<file path="config.mk">
export PLATFORM = sky130hd
export DESIGN_NAME = adc_read_seq
export DESIGN_NICKNAME = d
export VERILOG_FILES = /design/src/rtl/adc_seq_pkg.sv /design/src/rtl/adc_seq_ctrl.sv /design/src/rtl/adc_seq_dp.sv /design/src/rtl/adc_read_seq.sv
export SDC_FILE = /design/constraint.sdc
export NUM_CORES = 1
export LEC_CHECK = 0
export CORE_MARGIN = 10
export CORE_UTILIZATION = 43
export CTS_CLUSTER_SIZE = 25
export DETAILED_ROUTE_END_ITERATION = 8
export GPL_ROUTABILITY_DRIVEN = 1
export PLACE_DENSITY = 0.71
export SLEW_MARGIN = 40
export SYNTH_ARGS = -nofsm -noshare
export SYNTH_HDL_FRONTEND = slang
export SYNTH_SLANG_ARGS = --single-unit
</file>
<file path="constraint.sdc">
create_clock -name clk -period 4.04 [get_ports clk]
set_input_delay 0.606 -clock clk [delete_from_list [all_inputs] [get_ports clk]]
set_output_delay 0.606 -clock clk [all_outputs]
set_load 0.005 [all_outputs]
</file>
<file path="src/rtl/adc_seq_pkg.sv">
package adc_seq_pkg;

  typedef enum logic [3:0] {
    stIdle,
    stRst,
    stAcq,
    stGap1,
    stConv,
    stGap2,
    stRdLo,
    stRdHi,
    stHold
  } seqState_t;

  typedef struct packed {
    logic capLo;
    logic capHi;
    logic publish;
  } dpStrobe_t;

endpackage

</file>
<file path="src/rtl/adc_seq_ctrl.sv">
module adc_seq_ctrl
  import adc_seq_pkg::*;
#(
  parameter int BYTE_MODE   = 1,
  parameter int ACQ_CYC     = 4,
  parameter int ACC_CYC     = 2,
  parameter int TIMEOUT_CYC = 40,
  parameter int RST_CYC     = 3
) (
  input  logic      clk,
  input  logic      rstN,
  input  logic      startReq,
  input  logic      resetReq,
  input  logic      adcEndConv,
  input  logic      resultReady,
  output logic      csN,
  output logic      rdConv,
  output logic      byteHi,
  output logic      rstOut,
  output logic      errFlag,
  output dpStrobe_t stb
);

  localparam int MaxA   = (ACQ_CYC > ACC_CYC) ? ACQ_CYC : ACC_CYC;
  localparam int MaxB   = (TIMEOUT_CYC > RST_CYC) ? TIMEOUT_CYC : RST_CYC;
  localparam int MaxCyc = (MaxA > MaxB) ? MaxA : MaxB;
  localparam int CntW   = $clog2(MaxCyc + 1);

  seqState_t state, nxt;
  logic [CntW-1:0] cnt;
  logic eocS1, eocS2, eocPrev;
  logic eocFall, timeoutHit;

  // two-flop synchroniser and falling-edge detector for end of conversion
  always_ff @(posedge clk) begin
    if (!rstN) begin
      eocS1   <= 1'b0;
      eocS2   <= 1'b0;
      eocPrev <= 1'b0;
    end else begin
      eocS1   <= adcEndConv;
      eocS2   <= eocS1;
      eocPrev <= eocS2;
    end
  end
  assign eocFall = eocPrev & ~eocS2;

  assign timeoutHit = (state == stConv) && !eocFall &&
                      (cnt == CntW'(TIMEOUT_CYC - 1));

  always_comb begin
    nxt = state;
    stb = '0;
    unique case (state)
      stIdle: begin
        if (resetReq)      nxt = stRst;
        else if (startReq) nxt = stAcq;
      end
      stRst:  if (cnt == CntW'(RST_CYC - 1)) nxt = stIdle;
      stAcq:  if (cnt == CntW'(ACQ_CYC - 1)) nxt = stGap1;
      stGap1: nxt = stConv;
      stConv: begin
        if (eocFall)         nxt = stGap2;
        else if (timeoutHit) nxt = stIdle;
      end
      stGap2: nxt = stRdLo;
      stRdLo: begin
        if (cnt == CntW'(ACC_CYC - 1)) begin
          stb.capLo = 1'b1;
          if (BYTE_MODE != 0) begin
            nxt = stRdHi;
          end else begin
            nxt         = stHold;
            stb.publish = 1'b1;
          end
        end
      end
      stRdHi: begin
        if (cnt == CntW'(ACC_CYC - 1)) begin
          stb.capHi   = 1'b1;
          stb.publish = 1'b1;
          nxt         = stHold;
        end
      end
      stHold: if (resultReady) nxt = stIdle;
      default: nxt = stIdle;
    endcase
  end

  always_ff @(posedge clk) begin
    if (!rstN) begin
      state   <= stIdle;
      cnt     <= '0;
      errFlag <= 1'b0;
    end else begin
      state <= nxt;
      cnt   <= (nxt != state) ? '0 : cnt + 1'b1;
      if (timeoutHit)
        errFlag <= 1'b1;
      else if (state == stIdle && nxt == stAcq)
        errFlag <= 1'b0;
    end
  end

  assign csN    = !(state inside {stAcq, stConv, stRdLo, stRdHi});
  assign rdConv = state inside {stGap2, stRdLo, stRdHi};
  assign byteHi = (state == stRdHi);
  assign rstOut = (state == stRst);

  // read/convert may only move while chip-select is high
  assert_rc_stable_R3: assert property (@(posedge clk) disable iff (!rstN)
    (!csN && $past(!csN)) |-> (rdConv == $past(rdConv)));

  // converter reset only with chip-select high
  assert_rst_cs_high_R10: assert property (@(posedge clk) disable iff (!rstN)
    rstOut |-> csN);

  // a raised error always leaves the converter deselected
  assert_err_cs_high_R9: assert property (@(posedge clk) disable iff (!rstN)
    errFlag |-> csN);

endmodule

</file>
<file path="src/rtl/adc_seq_dp.sv">
module adc_seq_dp
  import adc_seq_pkg::*;
#(
  parameter int BYTE_MODE = 1,
  parameter int RES_W     = 14,
  parameter int BUS_W     = 8
) (
  input  logic             clk,
  input  logic             rstN,
  input  dpStrobe_t        stb,
  input  logic [BUS_W-1:0] adcBus,
  input  logic             resultReady,
  output logic [RES_W-1:0] resultData,
  output logic             resultValid
);

  generate
    if (BYTE_MODE != 0) begin : g_byte
      localparam int HiW = RES_W - BUS_W;
      logic [BUS_W-1:0] loReg, hiReg;
      always_ff @(posedge clk) begin
        if (!rstN) begin
          loReg <= '0;
          hiReg <= '0;
        end else begin
          if (stb.capLo) loReg <= adcBus;
          if (stb.capHi) hiReg <= adcBus;
        end
      end
      assign resultData = {hiReg[HiW-1:0], loReg};
      if (HiW < BUS_W) begin : g_spare
        logic unusedHiBits;
        assign unusedHiBits = ^hiReg[BUS_W-1:HiW];
      end
    end else begin : g_word
      logic [RES_W-1:0] wordReg;
      logic unusedCapHi;
      always_ff @(posedge clk) begin
        if (!rstN)          wordReg <= '0;
        else if (stb.capLo) wordReg <= adcBus;
      end
      assign resultData  = wordReg;
      assign unusedCapHi = stb.capHi;
    end
  endgenerate

  always_ff @(posedge clk) begin
    if (!rstN)                          resultValid <= 1'b0;
    else if (stb.publish)               resultValid <= 1'b1;
    else if (resultValid && resultReady) resultValid <= 1'b0;
  end

  // pending word and flag must not move until taken
  assert_hold_data_R8: assert property (@(posedge clk) disable iff (!rstN)
    (resultValid && !resultReady) |=> (resultValid && $stable(resultData)));

  // control may not publish over an untaken word
  assert_publish_empty_R8: assert property (@(posedge clk) disable iff (!rstN)
    stb.publish |-> !resultValid);

endmodule

</file>
<file path="src/rtl/adc_read_seq.sv">
module adc_read_seq
  import adc_seq_pkg::*;
#(
  parameter int BYTE_MODE   = 1,
  parameter int RES_W       = 14,
  parameter int ACQ_CYC     = 4,
  parameter int ACC_CYC     = 2,
  parameter int TIMEOUT_CYC = 40,
  parameter int RST_CYC     = 3,
  localparam int BusW       = (BYTE_MODE != 0) ? 8 : RES_W
) (
  input  logic            clk,
  input  logic            rstN,
  input  logic            startReq,
  input  logic            resetReq,
  input  logic            adcEndConv,
  input  logic [BusW-1:0] adcBus,
  input  logic            resultReady,
  output logic            adcCsN,
  output logic            adcRdConv,
  output logic            adcByteHi,
  output logic            adcRstOut,
  output logic            hostBusOe,
  output logic            resultValid,
  output logic [RES_W-1:0] resultData,
  output logic            errFlag
);

  dpStrobe_t stb;

  adc_seq_ctrl #(
    .BYTE_MODE(BYTE_MODE), .ACQ_CYC(ACQ_CYC), .ACC_CYC(ACC_CYC),
    .TIMEOUT_CYC(TIMEOUT_CYC), .RST_CYC(RST_CYC)
  ) u_ctrl (
    .clk(clk), .rstN(rstN), .startReq(startReq), .resetReq(resetReq),
    .adcEndConv(adcEndConv), .resultReady(resultReady),
    .csN(adcCsN), .rdConv(adcRdConv), .byteHi(adcByteHi),
    .rstOut(adcRstOut), .errFlag(errFlag), .stb(stb)
  );

  adc_seq_dp #(
    .BYTE_MODE(BYTE_MODE), .RES_W(RES_W), .BUS_W(BusW)
  ) u_dp (
    .clk(clk), .rstN(rstN), .stb(stb), .adcBus(adcBus),
    .resultReady(resultReady), .resultData(resultData),
    .resultValid(resultValid)
  );

  assign hostBusOe = 1'b0;

  // the converter is released while a word waits for its consumer
  assert_valid_cs_high_R7: assert property (@(posedge clk) disable iff (!rstN)
    resultValid |-> adcCsN);

endmodule

</file>
==> After elaboration in Yosys (flattened, before gate mapping) <==
Cells that the tools add are included.
{ "classes": {"n_addsub": 1, "multipliers": 0, "div": 0, "magnitude_cmp": 0, "eq_ne": 14, "shifts": 0, "n_mux": 19, "bitwise": 3, "n_reduce_logical": 12} }
{ "op_table": {"columns": ["cell", "n"], "rows": [
  ["4-bit 2-to-1 mux", 9],
  ["4-bit one-hot mux with 9 select lines", 1],
  ["4-bit by 3-bit == test with 1-bit output (second input constant)", 4],
  ["4-bit by 2-bit == test with 1-bit output (second input constant)", 3],
  ["6-bit by 2-bit == test with 1-bit output (second input constant)", 2],
  ["1-bit 2-to-1 mux", 8],
  ["6-bit by 1-bit adder with 6-bit output (second input constant)", 1],
  ["6-bit by 1-bit == test with 1-bit output (second input constant)", 1],
  ["6-bit == test (second input constant)", 1],
  ["4-bit by 1-bit == test with 1-bit output (second input constant)", 1],
  ["4-bit == test (second input constant)", 1],
  ["1-bit logical AND", 4],
  ["4-bit zero test", 1],
  ["4-bit != test", 1],
  ["2-bit nonzero test", 2],
  ["4-bit nonzero test", 1],
  ["3-bit nonzero test", 1],
  ["1-bit zero test", 2],
  ["2-bit 2-to-1 mux", 1],
  ["1-bit NOT", 2],
  ["2-bit OR reduction", 1],
  ["1-bit bitwise AND", 1]
]} }
{ "totals": {"reg_bits": 29, "latch_bits": 0, "ram_bits": 0, "rom_bits": 0, "in_bits": 14, "output_inout_bits": 21, "word_cells": 58, "memories": 0} }

==> Depth between registers and ports, before layout <==
Gate-level depths: netlist of run 1.
{ "logic_depth": {"word_depth": 12, "depth_mapped": 8, "mapped_depth_nobuf": 7} }

==> Hierarchy <==
From an unflattened synthesis of run 1, not the netlist that was laid out.
{ "unflattened": {"cells_unflattened": 149, "hier_area_um2": 1418.9} }
{ "modules_own_cells": {"columns": ["mod", "instances", "cells_per_inst", "area_each_um2", "seq_area_each_um2"], "rows": [
  ["adc_seq_ctrl", 1, 99, 842.1, 280.3],
  ["adc_seq_dp", 1, 48, 565.5, 300.3],
  ["adc_read_seq", 1, 2, 11.3, 0.0]
]} }

==> Worst setup path after synthesis of run 1 <==
Ideal clock, no wire load.
{ "synth_path": {"path_kind": "register to register", "startpoint": "register u_ctrl.state[2]", "endpoint": "register u_ctrl.cnt[3]", "setup_time_ns": 0.096, "arrival_ns": 1.735, "required_ns": 3.944, "setup_slack_ns": 2.209, "path_stages_with_launch": 6, "path_buffers": 1, "synth_period_minus_slack_ns": 1.831, "cell_sequence": "dfxtp_1 -> clkbuf_1 -> mux2_2 -> a22o_1 -> o31a_1 -> nor4b_1"} }
{ "synth_via": {"elab_chain_cells": 8, "word_cells_on_any_way": 23, "classes_between": "eq/ne (9); mux (10); reduce/logical (4)"} }
{ "synth_rtl": {"columns": ["item", "line", "source"], "rows": [
  ["start, declared", "adc_seq_ctrl.sv:29", "seqState_t state, nxt;"],
  ["start signal, assigned", "adc_seq_ctrl.sv:92", "state <= stIdle;"],
  ["start signal, assigned", "adc_seq_ctrl.sv:96", "state <= nxt;"],
  ["4-bit by 3-bit == test with 1-bit output", "adc_seq_ctrl.sv:48, adc_seq_ctrl.sv:54", null],
  ["1-bit logical AND (2 in series)", "adc_seq_ctrl.sv:48", "assign timeoutHit = (state == stConv) && !eocFall &&"],
  ["4-bit 2-to-1 mux", "adc_seq_ctrl.sv:64", "else if (timeoutHit) nxt = stIdle;"],
  ["4-bit 2-to-1 mux", "adc_seq_ctrl.sv:63", "if (eocFall) nxt = stGap2;"],
  ["4-bit one-hot mux with 9 select lines", "adc_seq_ctrl.sv:54", "unique case (state)"],
  ["4-bit != test *", "adc_seq_ctrl.sv:97", "cnt <= (nxt != state) ? '0 : cnt + 1'b1;"],
  ["2-bit OR reduction (no source line) *", null, null],
  ["end signal, assigned", "adc_seq_ctrl.sv:97", null],
  ["end, declared", "adc_seq_ctrl.sv:30", "logic [CntW-1:0] cnt;"]
]} }
Mark *: on every way between the ends. The rest lies on a longest branch, timed or not.
A chain may end at the register's enable or synchronous reset.

==> Final worst setup path of run 1 <==
{ "layout_path": {"startpoint": "register u_ctrl.state[0]", "endpoint": "output adcCsN"} }
{ "layout_via": {"elab_chain_cells": 3, "word_cells_on_any_way": 6, "classes_between": "eq/ne (4); reduce/logical (2)"} }
{ "layout_rtl": {"columns": ["item", "line", "source"], "rows": [
  ["4-bit by 2-bit == test with 1-bit output or 4-bit by 3-bit == test with 1-bit output (tied branches)", "adc_seq_ctrl.sv:105", "assign csN = !(state inside {stAcq, stConv, stRdLo, stRdHi});"],
  ["4-bit nonzero test *", "adc_seq_ctrl.sv:105", null],
  ["1-bit zero test *", "adc_seq_ctrl.sv:105", null],
  ["end, declared", "adc_read_seq.sv:19", "output logic adcCsN,"]
]} }
Marked as above.

==> out/qor.csv, run 1 <==
stage,metric,value,unit
layout,post_route_cells_drive_above_1_share,5.88,%
global_routing,grt_max_degree,25,
synth,number_of_enable_type_register_cells_in_the_synthesized_netlist,0,
cts,cts_post_setup_buffers_inserted,0,
synth,yosysUniqueCellTypes,41,
timing,hold_viol,0,
synth,ys_dominant_reg_cell,sky130_fd_sc_hd__dfxtp_1,
route,route.vias.total,1213,
route,route.final.wire_length,3300,um
die,initial_core_util,45.8,%
min_path,worst_hold_class,reg2reg,
die,dieArea,6040,um^2
power_and_ir_drop,power.net_switching,180,uW
timing,hold-worst-slack,0.445,ns
job,number_of_max_capacitance_violations_reported,0,
cts,clk_pin_slew,0.09,ns
synth,syn_nets,172,
synth,synth-seq-cells,29,
placement,place.gp.congestion,0.807,
power_and_ir_drop,power.internal,422,uW
setup_path,cells_traversed_along_the_worst_timing_path,inv_1 > maj3_1 > nand2b_1 > clkdlybuf4s50_1,
layout,design.final.nets,203,
layout,layout_common_cells,"sky130_fd_sc_hd__clkdlybuf4s50_1 (33), sky130_fd_sc_hd__dfxtp_1 (29), sky130_fd_sc_hd__nor2b_1 (18)",
cts,cts_h_tree_depth,2,
timing,layout_worst_path_cycle_share,62.5,%
synth,post_synth_inst_count,155,
setup_path,critPathSlowestCell,sky130_fd_sc_hd__dfxtp_1,
cts,holdBufCountCts,0,
setup_path,crit_path_capture_type,output port,
cts,worst_skew_pair.late_latency,0.34,ns
power_and_ir_drop,cellLeakagePower,0.000765,uW
route,ant_nets,0,
power_and_ir_drop,clock_power_share,27.8,%
layout,num_antenna_cells,0,
placement,dp_hpwl,2490,um
cts,clock-sinks,29,
die,coreArea,3130,um^2
timing,grt_setup_unrepaired,false,
cts,cts-root-to-sink-buffers,2,
synth,syn-mean-instance-area,9.23,um^2
global_routing,grt_pass1_vias,1326,
setup_path,crit_path_max_fanout,13,
global_routing,antenna_found_initial,0,
die,die_y,77.7,um
global_routing,grt_first_pass_wirelength,5730,um
timing,timing.max_slew.rel_slack,56.4,%
setup_path,critPathLaunchType,flop,
die,die_w,77.7,um
synth,synth_area,1430,um^2
die,ios,35,
route,detailed_route_drc_error_count,0,
cts,cts_made_buffers,5,
power_and_ir_drop,power.share.sequential,53.1,%
setup_path,ff2ff_setup_slack,1.91,ns
route,vias_per_cell,5.25,
timing,setup-violations-final,0,
timing,skew,0.00794,ns
power_and_ir_drop,total_power,602,uW
synth,synthesis.yosys.warnings,0,
timing,period_minus_slack,2.53,ns
power_and_ir_drop,comb_power_share,19.1,%
power_and_ir_drop,power_density_over_the_cells,329,nW/um^2
global_routing,grt_use_total,11.6,%
setup_path,timing.critical_path.max_delay_family,buffers and inverters,
cts,cts_root_buf,sky130_fd_sc_hd__clkbuf_4,
cts,cts-resized-gates,0,
route,first_iter_violations,106,
status,status,completed,
placement,io_buffers,33,
timing,worst_pin_slew,0.651,ns
setup_path,critical_path_buf_inv_count,2,
global_routing,globalRoute.totalOverflow,0,
power_and_ir_drop,netSwitchingFraction,29.8,%
setup_path,cp_data_required_time,3.43,ns
synth,synth-async-reset-ratio,0,%
timing,maxSlewViolCount,0,
setup_path,crit_path_max_incr_delay,0.57,ns
layout,fillCellCount,296,
timing,setup-tns-final,0,ns
cts,tritoncts,built,
setup_path,critical_path_arrival,1.92,ns
layout,syn2layout_area_growth,27.7,%
route,drt_first_pass_iters,4,
timing,fmax,396,MHz
power_and_ir_drop,power.ir.vdd_worst,0.225,mV
synth,synth.yosys.seq_area_share,40.6,%
setup_path,worstSetupPathType,reg2out,
die,std_cell_rows,20,
route,routed_wire_length_per_instance,14.3,um
layout,layout.cells.most_common,sky130_fd_sc_hd__clkdlybuf4s50_1,
routing by layer:
layer,global-route usage [%],share of wire (%),vias up
met5,0,0,-
met4,7.12,2.8,0
met3,6.57,10,10
met2,19.0,46,35
met1,11.3,41,566
li1,-,-,602
power by group through the flow:
stage | clock [uW] | combinational (uW) | sequential, uW
3_5_place_dp | 0 | 115 | 326
3_3_place_gp | 0 | 114 | 325
5_1_grt | 187 | 131 | 323
4_1_cts | 174 | 116 | 319
6_report | 167 | 115 | 320
2_1_floorplan | 0 | 87.2 | 311
area by class of cell:
| class | instances | area, um^2 | share of cell area, % |
|---|---|---|---|
| Clock inverter | 2 | 10.0 | 0.548 |
| Sequential cell | 29 | 581 | 31.8 |
| Inverter | 6 | 22.5 | 1.23 |
| Clock buffer | 6 | 41.3 | 2.26 |
| Multi-Input combinational cell | 111 | 788 | 43.1 |
| Timing Repair Buffer | 33 | 330 | 18.1 |
| Tap cell | 44 | 55.1 | 3.01 |
logic make-up after synthesis:
family / synth area share [%]
AND/OR/NAND/NOR: 28.0
flip-flops: 40.6
AO/OA/AOI/OAI: 10.5
multiplexers: 10.6
buffers and inverters: 4.37
adder cells (fa/ha/maj): 3.32
XOR/XNOR: 2.45
other: 0.262
Yosys cell counts, types with 2 or more instances:
| cell type | instances | area share (%) |
|---|---|---|
| sky130_fd_sc_hd__a21boi_0 | 3 | 1.6 |
| sky130_fd_sc_hd__a21oi_1 | 3 | 1.0 |
| sky130_fd_sc_hd__a31oi_1 | 3 | 1.3 |
| sky130_fd_sc_hd__and2_1 | 4 | 1.7 |
| sky130_fd_sc_hd__and3_1 | 4 | 1.7 |
| sky130_fd_sc_hd__buf_2 | 2 | 0.70 |
| sky130_fd_sc_hd__clkbuf_1 | 5 | 1.3 |
| sky130_fd_sc_hd__dfxtp_1 | 29 | 41 |
| sky130_fd_sc_hd__ha_1 | 3 | 2.6 |
| sky130_fd_sc_hd__inv_1 | 6 | 1.6 |
| sky130_fd_sc_hd__mux2i_1 | 14 | 9.8 |
| sky130_fd_sc_hd__nand2_1 | 8 | 2.1 |
| sky130_fd_sc_hd__nand2b_1 | 4 | 1.7 |
| sky130_fd_sc_hd__nand3_1 | 5 | 1.7 |
| sky130_fd_sc_hd__nand4b_1 | 2 | 1.2 |
| sky130_fd_sc_hd__nor2_1 | 7 | 1.8 |
| sky130_fd_sc_hd__nor2b_1 | 18 | 7.9 |
| sky130_fd_sc_hd__nor3_1 | 5 | 1.7 |
| sky130_fd_sc_hd__nor4b_1 | 3 | 1.8 |
| sky130_fd_sc_hd__o21ai_0 | 3 | 1.0 |
| sky130_fd_sc_hd__o31a_1 | 2 | 1.2 |
| sky130_fd_sc_hd__xnor2_1 | 3 | 1.8 |
final timing paths:
check	from	cells after the start	endpoint
max	u_ctrl.state[0]	4	adcCsN
min	u_ctrl.eocS1	1	u_ctrl.eocS2
max reg2reg	u_ctrl.cnt[3]	5	u_dp.g_byte.loReg[4]
min reg2reg	u_ctrl.eocS1	1	u_ctrl.eocS2
flip-flops by register name, indices dropped and copies added, names as in the netlist:
signal	count
u_ctrl.cnt	6
u_ctrl.eocPrev	1
u_ctrl.eocS1	1
u_ctrl.eocS2	1
u_ctrl.errFlag	1
u_ctrl.state	4
u_dp.g_byte.hiReg	6
u_dp.g_byte.loReg	8
u_dp.resultValid	1
through the flow:
stage | instance area [um^2] | worst slack (ns) | util [%] | cells
final | 1830 | 1.51 | 58.4 | 231
after detailed placement | 1780 | 1.77 | 56.8 | 223
after floorplan | 1430 | 2.21 | - | 155
after global routing | 1830 | 1.35 | 58.4 | 231
after CTS | 1830 | 1.50 | 58.4 | 231
after global placement | 1780 | 1.82 | 56.8 | 223
No activity file was read; power rests on OpenSTA's default activity.
==> run 2: changes to the inputs <==
==> constraint.sdc (replaced) <==
create_clock -name clk -period 2.5 [get_ports clk]
set_input_delay 0.375 -clock clk [delete_from_list [all_inputs] [get_ports clk]]
set_output_delay 0.375 -clock clk [all_outputs]
set_load 0.005 [all_outputs]
==> out/qor.csv, run 2 (synthesis gave the netlist of run 1 again) <==
stage,metric,value,unit,change
global_routing,grt_first_pass_wirelength,5780,um,was 5730 um
timing,fmax,432,MHz,
setup_path,crit_path_capture_type,output port,,unchanged
cts,holdBufCountCts,0,,unchanged
layout,post-route-util,59.2,%,was 58.4%
cts,worst_skew_pair.late_latency,0.33,ns,was 0.34 ns
global_routing,globalRoute.totalOverflow,0,,unchanged
setup_path,cp_data_required_time,2.12,ns,was 3.43 ns
job,number_of_max_capacitance_violations_reported,0,,unchanged
die,ios,35,,unchanged
setup_path,critPathLaunchType,flop,,unchanged
cts,clock-sinks,29,,unchanged
power_and_ir_drop,total_power,977,uW,was 602 uW
setup_path,timing.critical_path.max_delay_family,buffers and inverters,,unchanged
global_routing,antenna_found_initial,0,,unchanged
route,met3RoutedLength,319,um,was 335 um
setup_path,critPathSlowestCell,sky130_fd_sc_hd__dfxtp_1,,unchanged
cts,cts_post_setup_buffers_inserted,0,,unchanged
die,die_w,77.7,um,unchanged
timing,period_minus_slack,2.31,ns,
route,routed_wire_length_per_instance,14.4,um,was 14.3 um
timing,setup-tns-final,0,ns,unchanged
cts,clk_pin_slew,0.09,ns,about the same
route,met2_wirelength,1540,um,was 1520 um
placement,io_buffers,33,,unchanged
die,die_y,77.7,um,unchanged
cts,cts_made_buffers,5,,unchanged
placement,dp_hpwl,2510,um,was 2490 um
global_routing,grt_max_degree,24,,was 25
cts,cts-resized-gates,0,,unchanged
power_and_ir_drop,power_density_over_the_cells,528,nW/um^2,was 329 nW/um^2
placement,place.gp.congestion,0.796,,was 0.807
status,status,completed,,unchanged
die,initial_core_util,45.8,%,unchanged
route,route.vias.total,1199,,was 1213
power_and_ir_drop,cellLeakagePower,0.000778,uW,was 0.000765 uW
route,detailed_route_drc_error_count,0,,unchanged
layout,post_route_cells_drive_above_1_share,7.37,%,was 5.88%
layout,syn2layout_area_growth,29.3,%,was 27.7%
setup_path,critical_path_arrival,1.94,ns,was 1.92 ns
die,coreArea,3130,um^2,unchanged
cts,tritoncts,built,,unchanged
cts,cts-root-to-sink-buffers,2,,unchanged
global_routing,grt_use_total,11.5,%,was 11.6%
layout,design.final.nets,206,,was 203
route,route.final.wire_length,3360,um,was 3300 um
setup_path,critical_path_buf_inv_count,2,,unchanged
timing,maxSlewViolCount,0,,unchanged
layout,ff_latch_area,581,um^2,unchanged
layout,number_of_flip_flops_in_the_largest_register,8,,unchanged
timing,layout_worst_path_cycle_share,92.6,%,
cts,cts_h_tree_depth,2,,unchanged
min_path,worst_hold_class,reg2reg,,unchanged
layout,max_flop_register,u_dp.g_byte.loReg,,unchanged
power_and_ir_drop,power.ir.vdd_worst,0.277,mV,was 0.225 mV
layout,num_antenna_cells,0,,unchanged
setup_path,crit_path_max_fanout,13,,unchanged
setup_path,crit_path_max_incr_delay,0.58,ns,was 0.57 ns
route,vias_per_cell,5.12,,was 5.25
route,first_iter_violations,84,,was 106
route,top_layer,met4,,unchanged
route,ant_nets,0,,unchanged
layout,largestRegisters,"u_dp.g_byte.loReg (8), u_ctrl.cnt (6), u_dp.g_byte.hiReg (6)",,unchanged
layout,layout.cells.most_common,sky130_fd_sc_hd__clkdlybuf4s50_1,,unchanged
layout,layout_common_cells,"sky130_fd_sc_hd__clkdlybuf4s50_1 (33), sky130_fd_sc_hd__dfxtp_1 (29), sky130_fd_sc_hd__nor2b_1 (18)",,unchanged
route,m1WireLength,1460,um,was 1350 um
setup_path,cells_traversed_along_the_worst_timing_path,inv_1 > maj3_1 > nand2b_1 > clkdlybuf4s50_1,,unchanged
timing,grt_setup_unrepaired,false,,unchanged
global_routing,grt_pass1_vias,1234,,was 1326
setup_path,worstSetupPathType,reg2out,,unchanged
layout,fillCellCount,301,,was 296
layout,multi_input_comb_area,788,um^2,unchanged
cts,cts_root_buf,sky130_fd_sc_hd__clkbuf_4,,unchanged
timing,hold_viol,0,,unchanged
die,dieArea,6040,um^2,unchanged
route,drt_first_pass_iters,4,,unchanged
timing,setup-violations-final,0,,unchanged
timing,skew,0.00514,ns,was 0.00794 ns
die,std_cell_rows,20,,unchanged
[run 2: cell types whose count changed in the layout (fill, tap and decap cells not counted), sizes merged]
cell | previous run | this run
buf | 0 | 3
[run 2: worst paths after layout]
kind | depth (start not counted) | start | slack (ns) | endpoint
max | 4 | u_ctrl.state[0] | 0.19 | adcCsN
min | 1 | u_ctrl.eocS1 | 0.44 | u_ctrl.eocS2
max reg2reg | 5 | u_ctrl.state[1] | 0.50 | u_ctrl.cnt[3]
min reg2reg | 1 | u_ctrl.eocS1 | 0.44 | u_ctrl.eocS2
[run 2: area by class of cell]
class	count	share of cell area, %
multi-input combinational	111	42.6
sequential	29	31.4
timing repair buffer	36	19.1
tap	44	2.97
clock buffer	6	2.23
inverter	6	1.22
clock inverter	2	0.541
[run 2: where the power goes]
group          internal [uW]  switching [uW]  total [uW]
Sequential               480            39.4         519
Clock                    107             162         269
Combinational           97.4            92.0         189
Total                    684             293         977
[run 2: through the flow]
stage | instances | hold slack, ns | cell area [um^2] | setup WS (ns)
6_report | 234 | 0.440 | 1850 | 0.185
5_1_grt | 234 | 0.476 | 1850 | 0.0478
4_1_cts | 234 | 0.444 | 1850 | 0.161
3_5_place_dp | 226 | 0.423 | 1800 | 0.494
3_3_place_gp | 226 | 0.417 | 1800 | 0.520
2_1_floorplan | 155 | 0.412 | 1430 | 0.669
[run 2: routing by layer]
metal / vias up / track usage [%]
li1: 608 / -
met3: 6 / 5.99
met5: - / 0
met4: 0 / 4.38
met1: 547 / 12.5
met2: 38 / 18.7
==> run 3: changes to the inputs <==
--- a/config.mk
+++ b/config.mk
@@ -9,9 +9,10 @@
 export CORE_UTILIZATION = 43
 export CTS_CLUSTER_SIZE = 25
 export DETAILED_ROUTE_END_ITERATION = 8
-export GPL_ROUTABILITY_DRIVEN = 1
+export GPL_ROUTABILITY_DRIVEN = 0
 export PLACE_DENSITY = 0.71
 export SLEW_MARGIN = 40
 export SYNTH_ARGS = -nofsm -noshare
 export SYNTH_HDL_FRONTEND = slang
+export SYNTH_HIERARCHICAL = 1
 export SYNTH_SLANG_ARGS = --single-unit
==> out/qor.csv, run 3 <==
stage,metric,value,unit,change
setup_path,critPathLaunchType,flop,,unchanged
power_and_ir_drop,netSwitchingFraction,25.8,%,was 30.0%
setup_path,worstSetupPathType,reg2out,,unchanged
placement,io_buffers,33,,unchanged
setup_path,crit_path_max_incr_delay,0.63,ns,was 0.58 ns
layout,max_flop_register,u_dp/g_byte.loReg,,was u_dp.g_byte.loReg
cts,clk_pin_slew,0.09,ns,about the same
synth,yosysMostFrequentCell,sky130_fd_sc_hd__dfxtp_1,,unchanged
timing,skew,0.0140,ns,was 0.00514 ns
layout,post_route_cells_drive_above_1_share,10.9,%,was 7.37%
timing,period_minus_slack,2.32,ns,was 2.31 ns
power_and_ir_drop,comb_power_share,16.6,%,was 19.4%
synth,syn-mean-instance-area,9.52,um^2,was 9.23 um^2
synth,synth.yosys.seq_area_share,40.9,%,was 40.6%
synth,syn_nets,166,,was 172
route,detailed_route_drc_error_count,0,,unchanged
synth,yosysUniqueCellTypes,43,,was 41
global_routing,antenna_found_initial,0,,unchanged
global_routing,grt_first_pass_wirelength,5440,um,was 5780 um
die,die_w,77.4,um,was 77.7 um
setup_path,critical_path_arrival,1.94,ns,about the same
placement,dp_hpwl,2440,um,was 2510 um
cts,holdBufCountCts,0,,unchanged
synth,synth_area,1420,um^2,was 1430 um^2
setup_path,crit_path_capture_type,output port,,unchanged
global_routing,grt_pass1_vias,1147,,was 1234
power_and_ir_drop,power.net_switching,282,uW,was 293 uW
min_path,worst_hold_class,reg2reg,,unchanged
synth,post_synth_inst_count,149,,was 155
cts,cts_post_setup_buffers_inserted,0,,unchanged
cts,cts-root-to-sink-buffers,2,,unchanged
die,initial_core_util,45.7,%,was 45.8%
synth,synth-async-reset-ratio,0,%,unchanged
layout,largestRegisters,"u_dp/g_byte.loReg (8), u_ctrl/cnt (6), u_dp/g_byte.hiReg (6)",,"was u_dp.g_byte.loReg (8), u_ctrl.cnt (6), u_dp.g_byte.hiReg (6)"
setup_path,worst_r2r_startpoint,u_ctrl/cnt[0],,was u_ctrl.state[1]
route,route.final.wire_length,3270,um,was 3360 um
route,first_iter_violations,130,,was 84
die,coreArea,3100,um^2,was 3130 um^2
synth,synth-seq-cells,29,,unchanged
route,ant_nets,0,,unchanged
die,die_y,77.4,um,was 77.7 um
layout,number_of_flip_flops_in_the_largest_register,8,,unchanged
timing,setup-violations-final,0,,unchanged
power_and_ir_drop,power.share.sequential,47.0,%,was 53.1%
layout,fillCellCount,292,,was 301
synth,yosys-top-cells-area,"sky130_fd_sc_hd__dfxtp_1 (41%), sky130_fd_sc_hd__mux2i_1 (9.9%), sky130_fd_sc_hd__nor2b_1 (7.5%), sky130_fd_sc_hd__nor2_1 (4.2%), sky130_fd_sc_hd__ha_1 (2.6%)",,"was sky130_fd_sc_hd__dfxtp_1 (41%), sky130_fd_sc_hd__mux2i_1 (9.8%), sky130_fd_sc_hd__nor2b_1 (7.9%), sky130_fd_sc_hd__ha_1 (2.6%), sky130_fd_sc_hd__nand2_1 (2.1%)"
timing,hold-worst-slack,0.433,ns,was 0.440 ns
cts,cts-resized-gates,0,,unchanged
global_routing,globalRoute.totalOverflow,0,,unchanged
cts,cts_root_buf,sky130_fd_sc_hd__clkbuf_4,,unchanged
cts,worst_skew_pair.late_latency,0.32,ns,was 0.33 ns
route,routed_wire_length_per_instance,14.3,um,was 14.4 um
layout,num_antenna_cells,0,,unchanged
setup_path,crit_path_max_fanout,14,,was 13
synth,synthesis.yosys.warnings,6,,was 0
timing,hold_viol,0,,unchanged
setup_path,critPathSlowestCell,sky130_fd_sc_hd__dfxtp_1,,unchanged
power_and_ir_drop,cellLeakagePower,0.000635,uW,was 0.000778 uW
layout,layout.cells.most_common,sky130_fd_sc_hd__clkdlybuf4s50_1,,unchanged
status,status,completed,,unchanged
timing,grt_setup_unrepaired,false,,unchanged
min_path,min_from,u_ctrl/eocS1,,was u_ctrl.eocS1
power_and_ir_drop,clock_power_share,36.4,%,was 27.5%
die,dieArea,6000,um^2,was 6040 um^2
cts,clock-sinks,29,,unchanged
synth,number_of_enable_type_register_cells_in_the_synthesized_netlist,0,,unchanged
timing,timing.max_slew.rel_slack,52.5,%,
synth,synth_top_cells_by_count,"sky130_fd_sc_hd__dfxtp_1 (29), sky130_fd_sc_hd__nor2b_1 (17), sky130_fd_sc_hd__nor2_1 (16)",,"was sky130_fd_sc_hd__dfxtp_1 (29), sky130_fd_sc_hd__nor2b_1 (18), sky130_fd_sc_hd__mux2i_1 (14)"
setup_path,cp_data_required_time,2.12,ns,about the same
global_routing,grt_use_total,11.0,%,was 11.5%
setup_path,cells_traversed_along_the_worst_timing_path,or2b_1 > nor2_1 > clkdlybuf4s50_1,,was inv_1 > maj3_1 > nand2b_1 > clkdlybuf4s50_1
timing,worst_pin_slew,0.706,ns,
layout,post-route-util,59.2,%,about the same
power_and_ir_drop,power.internal,812,uW,was 684 uW
die,ios,35,,unchanged
synth,netlist.area_leader.share,40.9,%,was 40.6%
global_routing,grt_max_degree,21,,was 24
timing,maxSlewViolCount,0,,unchanged
route,drt_first_pass_iters,4,,unchanged
route,route.vias.total,1186,,was 1199
synth,synth_top_area_cell,sky130_fd_sc_hd__dfxtp_1,,unchanged
layout,syn2layout_area_growth,29.5,%,was 29.3%
power_and_ir_drop,power.ir.vdd_worst,0.355,mV,was 0.277 mV
cts,tritoncts,built,,unchanged
timing,fmax,431,MHz,was 432 MHz
timing,layout_worst_path_cycle_share,92.8,%,was 92.6%
cts,cts_made_buffers,5,,unchanged
cts,cts_h_tree_depth,2,,unchanged
setup_path,cp-startpoint,u_ctrl/state[2],,was u_ctrl.state[0]
timing,setup-tns-final,0,ns,unchanged
route,vias_per_cell,5.20,,was 5.12
job,number_of_max_capacitance_violations_reported,0,,unchanged
layout,design.final.nets,200,,was 206
die,std_cell_rows,20,,unchanged
layout,layout_common_cells,"sky130_fd_sc_hd__clkdlybuf4s50_1 (33), sky130_fd_sc_hd__dfxtp_1 (29), sky130_fd_sc_hd__nor2b_1 (17)",,"was sky130_fd_sc_hd__clkdlybuf4s50_1 (33), sky130_fd_sc_hd__dfxtp_1 (29), sky130_fd_sc_hd__nor2b_1 (18)"
synth,ys_dominant_reg_cell,sky130_fd_sc_hd__dfxtp_1,,unchanged
power_and_ir_drop,power_density_over_the_cells,595,nW/um^2,was 528 nW/um^2
run 3: worst paths after layout:
kind	to	slack (ns)	cells past startpoint
worst min-delay path	u_ctrl/eocS2	0.43	1
worst max register to register	u_ctrl/cnt[5]	0.59	6
worst max-delay path	adcByteHi	0.18	3
worst min register to register	u_ctrl/eocS2	0.43	1
run 3: kinds of logic (layout without fill, tap and decap cells):
group,after synthesis,count (layout),share of synthesized area [%]
buffers and inverters,13,48,6.26
adders and majority gates,3,3,2.65
muxes,15,15,10.7
and+or+nand+nor,68,68,27.3
xor gates and xnor gates,4,4,2.47
AOI/OAI and AO/OA,16,16,9.44
DFF,29,29,40.9
other,1,1,0.264
run 3: power by group through the flow:
stage	Combinational [uW]	Sequential, uW	Clock (uW)
detailed placement	180	524	0
global route	200	518	429
CTS	182	513	411
floorplan	139	503	0
global placement	176	521	0
finish	181	514	398
run 3: critical path, delay by kind of cell, from the launching register on:
kind	cells	cell delay (ns)
and+or+nand+nor	2	0.48
buffers and inverters	1	0.52
DFF	1	0.63
run 3: routing by layer:
layer	global-route usage [%]	wire (um)	up-vias
met3	4.84	236	4
met1	12.1	1400	564
met5	0	0	-
met4	4.38	27	0
li1	-	-	581
met2	18.1	1610	37
run 3: metrics by stage:
stage / cells / area, um^2 / total power [uW] / setup WS (ns)
after floorplan: 149 / 1420 / 642 / 0.836
after global placement: 220 / 1750 / 696 / 0.609
after detailed placement: 220 / 1750 / 704 / 0.546
after CTS: 228 / 1840 / 1110 / 0.191
after global routing: 228 / 1840 / 1150 / 0.0836
final: 228 / 1840 / 1090 / 0.181
run 3: layout make-up:
class / instances / area, um^2 / area share [%]
Multi-Input combinational cell: 107 / 749 / 40.8
Sequential cell: 29 / 581 / 31.6
Timing Repair Buffer: 36 / 353 / 19.2
Clock buffer: 7 / 55.1 / 3.00
Tap cell: 44 / 55.1 / 3.00
Clock inverter: 1 / 30.0 / 1.63
Inverter: 4 / 15.0 / 0.817
